--- src/rtl/cs_pkg.sv ---
package cs_pkg;

    localparam int unsigned CS_ADDR_W   = 24;
    localparam int unsigned GRAIN_LOG2  = 11;  // smallest block is 2K
    localparam int unsigned SIZE_CODE_W = 3;

    localparam logic [3:0] TERM_FAST = 4'd14;
    localparam logic [3:0] TERM_EXT  = 4'd15;
    localparam logic [2:0] FC_CPU    = 3'd7;

    typedef logic [5:0] shift_t;

    typedef enum logic [1:0] {
        PIN_DISCRETE = 2'b00,
        PIN_ALT      = 2'b01,
        PIN_CS8      = 2'b10,
        PIN_CS16     = 2'b11
    } pin_t;

    typedef struct packed {
        logic       rel_mode;   // 15
        logic [1:0] lanes;      // 14:13
        logic [1:0] dir;        // 12:11 (bit0 read, bit1 write)
        logic       use_ds;     // 10
        logic [3:0] term_code;  // 9:6
        logic [1:0] space;      // 5:4
        logic [2:0] ipl;        // 3:1
        logic       avec;       // 0
    } opt_t;

    // log2 of the block size for each size code
    function automatic shift_t size_shift(input logic [2:0] code);
        case (code)
            3'd0:    size_shift = 6'd11;
            3'd1:    size_shift = 6'd13;
            3'd2:    size_shift = 6'd14;
            3'd3:    size_shift = 6'd16;
            3'd4:    size_shift = 6'd17;
            3'd5:    size_shift = 6'd18;
            3'd6:    size_shift = 6'd19;
            default: size_shift = 6'd20;
        endcase
    endfunction

    function automatic logic space_ok(input logic [1:0] sel, input logic [2:0] fc);
        logic is_cpu;
        is_cpu = (fc == FC_CPU);
        case (sel)
            2'b00:   space_ok = is_cpu;
            2'b01:   space_ok = !fc[2];
            2'b10:   space_ok = fc[2] && !is_cpu;
            default: space_ok = !is_cpu;
        endcase
    endfunction

endpackage

--- src/rtl/cs_regs.sv ---
module cs_regs
    import cs_pkg::*;
#(
    parameter int unsigned BASE_W = 16
) (
    input  logic              clk,
    input  logic              rst,
    input  logic              base_we,
    input  logic [BASE_W-1:0] base_wdata,
    input  logic              opt_we,
    input  logic [15:0]       opt_wdata,
    input  logic              pin_we,
    input  logic [1:0]        pin_wdata,
    output logic [BASE_W-1:0] base_q,
    output opt_t              opt_q,
    output pin_t              pin_q
);
    always_ff @(posedge clk) begin
        if (rst) begin
            base_q <= '0;
            opt_q  <= '0;
            pin_q  <= PIN_DISCRETE;
        end else begin
            if (base_we) base_q <= base_wdata;
            if (opt_we)  opt_q  <= opt_t'(opt_wdata);
            if (pin_we)  pin_q  <= pin_t'(pin_wdata);
        end
    end
endmodule

--- src/rtl/cs_match.sv ---
module cs_match
    import cs_pkg::*;
#(
    parameter int unsigned ADDR_W = 24
) (
    input  logic [ADDR_W-1:0]               addr,
    input  logic                            rd,
    input  logic                            lane_up,
    input  logic                            lane_lo,
    input  logic [2:0]                      fc,
    input  logic [ADDR_W-GRAIN_LOG2+2:0]    base,
    input  opt_t                            opt,
    input  pin_t                            pin,
    output logic                            hit,
    output logic                            cpu_cycle
);
    localparam int unsigned FIELD_W = ADDR_W - GRAIN_LOG2;
    localparam int unsigned BASE_W  = FIELD_W + SIZE_CODE_W;

    shift_t             shift;
    logic [FIELD_W-1:0] keep;
    logic [FIELD_W-1:0] diff;
    logic               lane_hit, dir_hit, where_hit;
    logic               unused_addr;

    assign shift = size_shift(base[SIZE_CODE_W-1:0]);

    for (genvar g = 0; g < FIELD_W; g++) begin : g_mask
        assign keep[g] = (6'(g + GRAIN_LOG2) >= shift);
    end

    assign diff      = (addr[ADDR_W-1:GRAIN_LOG2] ^ base[BASE_W-1:SIZE_CODE_W]) & keep;
    assign cpu_cycle = (fc == FC_CPU);

    always_comb begin
        case (opt.lanes)
            2'b01:   lane_hit = lane_lo;
            2'b10:   lane_hit = lane_up;
            2'b11:   lane_hit = lane_lo | lane_up;
            default: lane_hit = 1'b0;
        endcase
        dir_hit = rd ? opt.dir[0] : opt.dir[1];
        if (cpu_cycle)
            where_hit = (opt.ipl == 3'd0) || (addr[3:1] == opt.ipl);
        else
            where_hit = (diff == '0);
    end

    assign hit = pin[1] && lane_hit && dir_hit && space_ok(opt.space, fc) && where_hit;

    assign unused_addr = ^{addr[GRAIN_LOG2-1:4], addr[0]};
endmodule

--- src/rtl/cs_timing.sv ---
module cs_timing
    import cs_pkg::*;
#(
    parameter int unsigned CNT_W = 4
) (
    input  logic       clk,
    input  logic       rst,
    input  logic       hit,
    input  logic       strobe,
    input  logic [3:0] term_code,
    input  logic       rel_mode,
    input  logic       wide,
    input  logic       avec_req,
    output logic       cs_n,
    output logic       term_valid,
    output logic       term_word,
    output logic       autovec
);
    localparam logic [CNT_W-1:0] CNT_MAX = '1;

    logic             active, done;
    logic [CNT_W-1:0] cnt, cnt_nx;
    logic             term_nx;

    always_comb begin
        if (!active)            cnt_nx = '0;
        else if (cnt == CNT_MAX) cnt_nx = cnt;
        else                    cnt_nx = cnt + 1'b1;

        if (done || term_code == TERM_EXT)
            term_nx = 1'b0;
        else if (term_code == TERM_FAST)
            term_nx = !active;
        else
            term_nx = (cnt_nx == CNT_W'(term_code + 4'd1));
    end

    always_ff @(posedge clk) begin
        if (rst || !(hit && strobe)) begin
            active     <= 1'b0;
            done       <= 1'b0;
            cnt        <= '0;
            cs_n       <= 1'b1;
            term_valid <= 1'b0;
            term_word  <= 1'b0;
            autovec    <= 1'b0;
        end else begin
            active     <= 1'b1;
            cnt        <= cnt_nx;
            cs_n       <= rel_mode && done;
            term_valid <= term_nx;
            term_word  <= term_nx && wide;
            autovec    <= term_nx && avec_req;
            if (term_nx) done <= 1'b1;
        end
    end
endmodule

--- src/rtl/cs_channel.sv ---
module cs_channel
    import cs_pkg::*;
#(
    parameter int unsigned ADDR_W = CS_ADDR_W,
    localparam int unsigned BASE_W = ADDR_W - GRAIN_LOG2 + SIZE_CODE_W
) (
    input  logic              clk,
    input  logic              rst,
    input  logic              base_we,
    input  logic [BASE_W-1:0] base_wdata,
    input  logic              opt_we,
    input  logic [15:0]       opt_wdata,
    input  logic              pin_we,
    input  logic [1:0]        pin_wdata,
    input  logic              disc_data,
    input  logic              alt_in,
    input  logic [ADDR_W-1:0] bus_addr,
    input  logic              bus_rd,
    input  logic              lane_up,
    input  logic              lane_lo,
    input  logic [2:0]        bus_fc,
    input  logic              as_n,
    input  logic              ds_n,
    output logic              cs_n,
    output logic              term_valid,
    output logic              term_word,
    output logic              autovec,
    output logic              pin_out
);
    logic [BASE_W-1:0] base_q;
    opt_t              opt_q;
    pin_t              pin_q;
    logic              hit, cpu_cycle, strobe_on;
    logic [3:0]        term_code_q;
    logic              pin_cs_q;

    cs_regs #(.BASE_W(BASE_W)) u_regs (
        .clk(clk), .rst(rst),
        .base_we(base_we), .base_wdata(base_wdata),
        .opt_we(opt_we), .opt_wdata(opt_wdata),
        .pin_we(pin_we), .pin_wdata(pin_wdata),
        .base_q(base_q), .opt_q(opt_q), .pin_q(pin_q)
    );

    cs_match #(.ADDR_W(ADDR_W)) u_match (
        .addr(bus_addr), .rd(bus_rd), .lane_up(lane_up), .lane_lo(lane_lo),
        .fc(bus_fc), .base(base_q), .opt(opt_q), .pin(pin_q),
        .hit(hit), .cpu_cycle(cpu_cycle)
    );

    assign strobe_on   = opt_q.use_ds ? !ds_n : !as_n;
    assign term_code_q = opt_q.term_code;
    assign pin_cs_q    = pin_q[1];

    cs_timing u_timing (
        .clk(clk), .rst(rst), .hit(hit), .strobe(strobe_on),
        .term_code(opt_q.term_code), .rel_mode(opt_q.rel_mode),
        .wide(pin_q == PIN_CS16), .avec_req(opt_q.avec && cpu_cycle),
        .cs_n(cs_n), .term_valid(term_valid), .term_word(term_word),
        .autovec(autovec)
    );

    always_comb begin
        case (pin_q)
            PIN_DISCRETE: pin_out = disc_data;
            PIN_ALT:      pin_out = alt_in;
            default:      pin_out = cs_n;
        endcase
    end
endmodule

--- config.mk ---
export PLATFORM = sky130hd
export DESIGN_NAME = cs_channel
export DESIGN_NICKNAME = d
export VERILOG_FILES = /design/src/rtl/cs_pkg.sv /design/src/rtl/cs_regs.sv /design/src/rtl/cs_match.sv /design/src/rtl/cs_timing.sv /design/src/rtl/cs_channel.sv
export SDC_FILE = /design/constraint.sdc
export NUM_CORES = 1
export LEC_CHECK = 0
export BUFFER_PORTS_ARGS = -buffer_cell sky130_fd_sc_hd__buf_2
export CAP_MARGIN = 20
export CORE_MARGIN = 4
export CORE_UTILIZATION = 44
export DETAILED_ROUTE_END_ITERATION = 16
export GPL_TIMING_DRIVEN = 0
export HOLD_SLACK_MARGIN = 0.12
export PLACE_DENSITY = 0.76
export SYNTH_ARGS = -nofsm -noshare
export SYNTH_HDL_FRONTEND = slang
export SYNTH_SLANG_ARGS = --single-unit
--- constraint.sdc ---
create_clock -name clk -period 2 [get_ports clk]
set_clock_uncertainty 0.1 [all_clocks]
set_input_delay 0.2 -clock clk [delete_from_list [all_inputs] [get_ports clk]]
set_output_delay 0.2 -clock clk [all_outputs]
set_load 0.005 [all_outputs]
==> impl_metrics.sql, run 1 <==
INSERT INTO impl_metrics (metric_group, metric, value, unit) VALUES
('status', 'run_status', 'completed', ''),
('finish', 'finish.utilization', '0.6840', ''),
('power_and_ir_drop', 'total_leakage_power', '1.371', 'nW'),
('sta', 'slew_headroom', '0.4872', ''),
('sta', 'final_hold_fails', '0', ''),
('floorplan', 'fp.dieW', '76.81', 'um'),
('placed_design', 'dp_hpwl', '3.695', 'mm'),
('power_and_ir_drop', 'cell_internal_pwr', '0.001417', 'W'),
('route', 'drt_first_pass_iters', '4', ''),
('sta', 'fmax', '0.5024', 'GHz'),
('power_and_ir_drop', 'clockPowerShare', '0.319', ''),
('sta', 'worst_pin_slew', '769.3', 'ps'),
('yosys', 'yosysSeqAreaShare', '0.4228', ''),
('critical_path', 'critical_path_class', 'register to register', ''),
('yosys', 'synthesis.yosys.warnings', '0', ''),
('hold_path', 'hold_path.class', 'primary input to register', ''),
('global_routing', 'grt_first_pass_wirelength', '9.273', 'mm'),
('global_routing', 'grt_pass1_vias', '2033', ''),
('finish', 'nNetsFinal', '414', ''),
('critical_path', 'path_cells', 'xor2_1 -> nor2_2 -> a21o_1 -> a31oi_2 -> o41ai_2 -> nand4_2 -> nor4_2', ''),
('finish', 'area_delta_synth_final', '46.91', '%'),
('critical_path', 'worstPathRequired', '2110', 'ps'),
('power_and_ir_drop', 'switching_share', '0.2510', ''),
('clocking', 'cts_tree', 'done', ''),
('yosys', 'async_reset_ff_frac', '0', ''),
('global_routing', 'maximum_number_of_pins_on_one_net_before_global_route_repair', '13', ''),
('yosys', 'ys_seq_elements', '44', ''),
('floorplan', 'initial_utilization', '0.4656', ''),
('finish', 'layout-drive-gt1-share', '0.2959', ''),
('power_and_ir_drop', 'finalPower', '0.001891', 'W'),
('route', 'post_route_drc_violation_count', '0', ''),
('route', 'dr.first_iter.drc_count', '79', ''),
('sta', 'setup_violations', '0', ''),
('route', 'drtAntennaViolNets', '0', ''),
('yosys', 'synth.net_count', '300', ''),
('floorplan', 'overall_die_area', '5900', 'um^2'),
('global_routing', 'globalRouteTotalUtil', '0.1984', ''),
('clocking', 'cts-root-buf', 'clkbuf_8', ''),
('floorplan', 'floorplan.core_area', '4474', 'um^2'),
('yosys', 'post_synth_instance_area', '2083', 'um^2'),
('sta', 'min_period', '1990', 'ps'),
('yosys', 'synth.distinct_cells', '41', ''),
('yosys', 'synth_top_cells_by_area', 'dfxtp_1 42%, mux2i_1 18%, nor2_1 7.9%', ''),
('sta', 'layout_worst_path_cycle_share', '0.9952', ''),
('clocking', 'tritoncts_num_sinks', '44', ''),
('flow_run', 'max_cap_violations', '0', ''),
('finish', 'non_filler_cell_area_final', '3060', 'um^2'),
('critical_path', 'worst_setup_path_end_kind', 'register', ''),
('clocking', 'cts_inserted_buffers', '5', ''),
('placed_design', 'gpl.final_weighted_congestion', '0.7847', ''),
('critical_path', 'cp_slowest_cell', 'o41ai_2', ''),
('route', 'route.detailed.wl_per_inst', '15.02', 'um'),
('yosys', 'synthDominantCellAreaShare', '0.4228', ''),
('sta', 'rsz_0062_raised_after_global_routing', 'true', ''),
('clocking', 'ctsLongestPathBuffers', '2', ''),
('yosys', 'yosys-top-cells-count', '44 x dfxtp_1, 44 x nor2_1, 38 x mux2i_1, 14 x xnor2_1, 13 x nand2_1', ''),
('critical_path', 'critical_path.max_fanout', '7', ''),
('floorplan', 'placement_rows', '24', ''),
('power_and_ir_drop', 'total_switching_power', '0.0004748', 'W'),
('clocking', 'insertion_delay', '300', 'ps'),
('clocking', 'path_clk_slew', '80', 'ps'),
('sta', 'fin_max_slew_vios', '0', ''),
('placed_design', 'post_placement_cell_area', '2479', 'um^2'),
('floorplan', 'die_ht', '76.81', 'um'),
('yosys', 'dominantRegCellSynth', 'dfxtp_1', ''),
('power_and_ir_drop', 'p_seq_frac', '0.503', ''),
('power_and_ir_drop', 'pwr-share-comb', '0.178', ''),
('yosys', 'synth_enable_flop_cells', '0', ''),
('finish', 'antennaDiodeCount', '0', ''),
('critical_path', 'startpoint_type', 'register', ''),
('critical_path', 'worst_path_largest_cell_delay', '340', 'ps');
-- layer usage --
layer / routed length (um) / GRT usage / vias up
met5: 0 / 0 / -
met4: 188 / 0.09239 / 0
met3: 374 / 0.05035 / 16
met2: 3015 / 0.3449 / 66
met1: 2278 / 0.2263 / 950
li1: - / - / 1003
-- state kept, by name (all words and copies together) (netlist names) --
register and cells:
u_timing.cs_n 1, u_regs.opt_q 16, u_timing.autovec 1, u_regs.pin_q 2, u_timing.term_word 1, u_timing.cnt 4
u_timing.done 1, u_timing.term_valid 1, u_regs.base_q 16, u_timing.active 1
-- layout by cell type (no fill, tap or decap), drive strengths merged, types with 2 or more instances in the layout --
master	synthesis	routed
xnor2	14	14
clkbuf	9	16
inv	3	3
o31ai	2	2
a31oi	4	4
nand2	13	13
ha	3	3
or2	2	2
nor4	2	2
xor2	5	5
buf	0	69
dfxtp	44	44
nor2	45	45
nor3	3	3
nand4	3	3
o21ai	5	5
o211ai	4	4
dlygate4sd3	0	38
a21oi	2	2
nand3	5	5
mux2i	38	38
a21o	3	3
-- layout make-up --
type                            instances  area, um^2
Clock buffer                            7       96.34
Tap cell                               52       65.06
Fill cell                             330        1414
Buffer                                  9       33.78
Timing Repair Buffer                  107       733.2
Sequential cell                        44       885.9
Multi-Input combinational cell        168        1235
Inverter                                3       11.26
-- power groups by stage --
stage	clock network, W	registers [W]	logic [W]
3_5_place_dp	0	0.000970	0.000261
3_3_place_gp	0	0.000968	0.000255
2_1_floorplan	0	0.000961	0.000163
4_1_cts	0.000611	0.000950	0.000321
5_1_grt	0.000645	0.000957	0.000369
6_report	0.000603	0.000952	0.000337
-- through the flow --
stage | setup TNS, ps | std cells | setup slack [ps]
2_1_floorplan | 0 | 224 | 123.2
3_3_place_gp | -93.69 | 342 | -28.19
3_5_place_dp | -211.7 | 342 | -60.78
4_1_cts | 0 | 390 | 7.398
5_1_grt | -843.7 | 390 | -136.7
6_report | 0 | 390 | 9.603
-- logic make-up after synthesis --
group           count (synthesis)  share of synthesized area
buf+inv                        12                    0.02162
fa+ha+maj                       3                    0.01802
simple gates                   79                     0.1712
mux                            38                     0.1826
xor+xnor                       19                    0.07988
compound gates                 29                     0.1039
flops                          44                     0.4228
-- what timing repair did --
item / CTS / global route
buffers inserted: 3 / 0
hold endpoints to repair: 35 / 0
cloned: 0 / 0
hold buffers: 38 / 0
pin swaps: 2 / 11
endpoints found under the setup margin: 5 / 10
resized for setup: 3 / 16
-- path summary, 6_finish.rpt --
| kind | from | to | slack [ps] | cells past startpoint |
|---|---|---|---|---|
| max | u_regs.base_q[6] | u_timing.term_word | 10 | 7 |
| min | rst | u_regs.opt_q[7] | 130 | 2 |
| max reg2reg | u_regs.base_q[6] | u_timing.term_word | 10 | 7 |
| min reg2reg | u_regs.opt_q[15] | u_timing.cs_n | 390 | 1 |
-- critical path: cells and delay by family, from the launching register on --
kind	cells	cell delay (ps)
XOR/XNOR	1	140
AND/OR/NAND/NOR	3	750
flip-flops	1	330
AO/OA/AOI/OAI	3	570
(Power assumes the default switching activity.)
==> inputs of run 2 (changes only) <==
--- a/config.mk
+++ b/config.mk
@@ -7,12 +7,15 @@
 export LEC_CHECK = 0
 export BUFFER_PORTS_ARGS = -buffer_cell sky130_fd_sc_hd__buf_2
 export CAP_MARGIN = 20
+export CELL_PAD_IN_SITES_DETAIL_PLACEMENT = 1
+export CELL_PAD_IN_SITES_GLOBAL_PLACEMENT = 1
 export CORE_MARGIN = 4
-export CORE_UTILIZATION = 44
+export CORE_UTILIZATION = 32
+export CTS_CLUSTER_SIZE = 12
 export DETAILED_ROUTE_END_ITERATION = 16
 export GPL_TIMING_DRIVEN = 0
 export HOLD_SLACK_MARGIN = 0.12
-export PLACE_DENSITY = 0.76
+export PLACE_DENSITY_LB_ADDON = 0.1
 export SYNTH_ARGS = -nofsm -noshare
 export SYNTH_HDL_FRONTEND = slang
 export SYNTH_SLANG_ARGS = --single-unit
==> run 2 against run 1 <==
Net effect: the run now ends with negative setup slack left; sequential power barely moved; sequential share of layout area fell by 0.81 points; flip-flop and latch count did not move; register-to-register slack got worse by 20 ps.
==> impl_metrics.sql, run 2 (synthesis results as in run 1) <==
INSERT INTO impl_metrics (metric_group, metric, value, unit) VALUES
('status', 'run_status', 'finished, violations left', ''),
('status', 'violated_checks', 'negative setup slack', ''),
('finish', 'mostFrequentLayoutCells', '67 x buf_2, 43 x nor2_1, 38 x dfxtp_1', ''),
('power_and_ir_drop', 'power_per_cell_area', '625.5', 'nW/um^2'),
('sta', 'final_hold_fails', '0', ''),
('critical_path', 'critical_path_class', 'register to register', ''),
('global_routing', 'grt_first_pass_wirelength', '9.315', 'mm'),
('finish', 'nNetsFinal', '414', ''),
('hold_path', 'hold_path.class', 'primary input to register', ''),
('global_routing', 'initial_antenna_violation_count', '0', ''),
('hold_path', 'min_delay_path_depth', '2', ''),
('power_and_ir_drop', 'cell_internal_pwr', '0.001480', 'W'),
('critical_path', 'r2r.worst_path.cells', '7', ''),
('sta', 'fin_max_slew_vios', '0', ''),
('clocking', 'path_clk_slew', '90', 'ps'),
('critical_path', 'crit_arrival', '2120', 'ps'),
('finish', 'registers_with_the_most_flip_flops', 'u_regs.base_q x16, u_regs.opt_q x16, u_timing.cnt x4', ''),
('power_and_ir_drop', 'total_switching_power', '0.0005005', 'W'),
('global_routing', 'maximum_number_of_pins_on_one_net_before_global_route_repair', '15', ''),
('global_routing', 'met3_usage', '0.02980', ''),
('clocking', 'ctsLongestPathBuffers', '2', ''),
('finish', 'most_common_cell_after_layout_fill_and_taps_aside', 'buf_2', ''),
('power_and_ir_drop', 'total_leakage_power', '1.404', 'nW'),
('sta', 'worst_pin_slew', '759.9', 'ps'),
('finish', 'area_delta_synth_final', '52.01', '%'),
('power_and_ir_drop', 'clockPowerShare', '0.346', ''),
('clocking', 'cts_inserted_buffers', '5', ''),
('hold_path', 'worstHoldStart', 'rst', ''),
('placed_design', 'place.port_buffers', '66', ''),
('power_and_ir_drop', 'finalPower', '0.001981', 'W'),
('global_routing', 'grt.met1_usage', '0.1800', ''),
('global_routing', 'grt_pass1_vias', '2050', ''),
('sta', 'layout_worst_path_cycle_share', '1.004', ''),
('sta', 'timing.setup.tns', '-8.527', 'ps'),
('placed_design', 'place_worst_setup_slack', '-152.6', 'ps'),
('power_and_ir_drop', 'vdd_ir_drop_max', '0.3123', 'mV'),
('power_and_ir_drop', 'pwr-share-comb', '0.174', ''),
('global_routing', 'global_route.usage.met2', '0.2814', ''),
('clocking', 'insertion_delay', '300', 'ps'),
('sta', 'slew_headroom', '0.4934', ''),
('critical_path', 'crit-reg2reg-launch', 'u_regs.base_q[10]', ''),
('placed_design', 'dp_hpwl', '4.076', 'mm'),
('route', 'drt_first_pass_iters', '4', ''),
('sta', 'setup_violations', '1', ''),
('finish', 'antennaDiodeCount', '0', ''),
('route', 'post_route_drc_violation_count', '0', ''),
('critical_path', 'reg2reg_slack', '-9', 'ps'),
('power_and_ir_drop', 'p_seq_frac', '0.480', ''),
('clocking', 'cts_max_level', '2', ''),
('route', 'wl', '6.094', 'mm'),
('critical_path', 'worstPathRequired', '2110', 'ps'),
('floorplan', 'initial_utilization', '0.3281', ''),
('critical_path', 'critical_path.max_fanout', '5', ''),
('sta', 'holdWs', '143.1', 'ps'),
('route', 'via_count', '1995', ''),
('sta', 'fmax', '0.4979', 'GHz'),
('floorplan', 'floorplan.core_area', '6350', 'um^2'),
('clocking', 'cts_tree', 'done', ''),
('floorplan', 'fp.dieW', '88.69', 'um'),
('critical_path', 'worst_setup_path_end_kind', 'register', ''),
('sta', 'rsz_0062_raised_after_global_routing', 'true', ''),
('route', 'drtAntennaViolNets', '0', ''),
('finish', 'layout-drive-gt1-share', '0.3097', ''),
('route', 'route.detailed.wl_per_inst', '14.65', 'um'),
('floorplan', 'die_ht', '88.69', 'um'),
('critical_path', 'critical_path.reg2reg.endpoint', 'u_timing.cs_n', ''),
('sta', 'min_period', '2009', 'ps'),
('clocking', 'tritoncts_num_sinks', '44', ''),
('route', 'drt-vias-per-instance', '4.796', ''),
('global_routing', 'grt_busiest_layer', 'met2', ''),
('placed_design', 'gpl.final_weighted_congestion', '0.7520', ''),
('hold_path', 'holdPathEnd', 'u_regs.opt_q[8]', ''),
('power_and_ir_drop', 'switching_share', '0.2527', ''),
('clocking', 'cts-root-buf', 'clkbuf_8', ''),
('global_routing', 'grt-ovfl-total', '0', ''),
('critical_path', 'startpoint_type', 'register', ''),
('route', 'dr.first_iter.drc_count', '65', ''),
('floorplan', 'io_pins', '78', ''),
('global_routing', 'globalRouteTotalUtil', '0.1532', ''),
('floorplan', 'placement_rows', '29', ''),
('flow_run', 'max_cap_violations', '0', ''),
('floorplan', 'overall_die_area', '7865', 'um^2'),
('sta', 'worst_case_setup_margin_in_the_final_layout', '-8.527', 'ps');
[run 2: changes by cell type in the layout (fill, tap and decap cells not counted), sizes merged]
cell,delta
buf,+2
clkbuf,-2
dlygate4sd3,-2
bufinv,+1
clkinv,+1
clkinvlp,+1
[run 2: repair_timing]
| action | CTS | global route |
|---|---|---|
| setup buffers | 2 | 2 |
| gates cloned | 0 | 1 |
| resized for setup | 4 | 25 |
| pin swaps | 4 | 20 |
| endpoints found under the setup margin | 6 | 6 |
| hold endpoints to repair | 34 | 0 |
| hold buffers | 36 | 0 |
[run 2: worst max-delay path by stage]
stage	from	endpoint	slack, ps	cells past startpoint
6_report	u_regs.base_q[10]	u_timing.cs_n	-9	7
5_1_grt	u_regs.base_q[11]	u_timing.cs_n	-140	8
4_1_cts	u_regs.base_q[4]	u_timing.autovec	-0.1	8
3_5_place_dp	u_regs.base_q[7]	u_timing.term_word	-150	7
3_3_place_gp	u_regs.base_q[4]	u_timing.autovec	-150	7
2_1_floorplan	u_timing.cnt[0]	u_timing.done	120	8
[run 2: layout make-up]
class	count	area (um^2)
plain buffers	9	33.78
clock buffers	5	68.82
multi-input cells	168	1294
clock inverters	3	42.54
flip-flops and latches	44	890.9
repair buffers	107	729.5
inverters	3	11.26
fillers	733	3183
well taps	77	96.34
[run 2: power groups by stage]
stage,registers [W],logic [W],clock network (W)
6_report,0.000951,0.000345,0.000685
2_1_floorplan,0.000961,0.000163,0
5_1_grt,0.000957,0.000380,0.000745
4_1_cts,0.000951,0.000326,0.000713
3_5_place_dp,0.000970,0.000266,0
3_3_place_gp,0.000970,0.000262,0
[run 2: critical path: stages (launching register included)]
cell     delay (ps)
dfxtp_1         340
xnor2_2         220
o21a_1          170
o21ai_0         140
o41ai_4         400
nand4_2         190
buf_6           180
a21o_2          180
[run 2: metal layers]
layer | vias up | routed length (um)
met4 | 0 | 62
met5 | - | 0
met3 | 7 | 306
met1 | 930 | 2552
li1 | 1009 | -
met2 | 49 | 3172
[run 2: per-stage QoR]
stage,cell area (um^2),utilization,instances
2_1_floorplan,2083,-,224
3_3_place_gp,2510,0.3953,367
3_5_place_dp,2510,0.3953,367
4_1_cts,3019,0.4755,413
5_1_grt,3167,0.4987,416
6_report,3167,0.4987,416
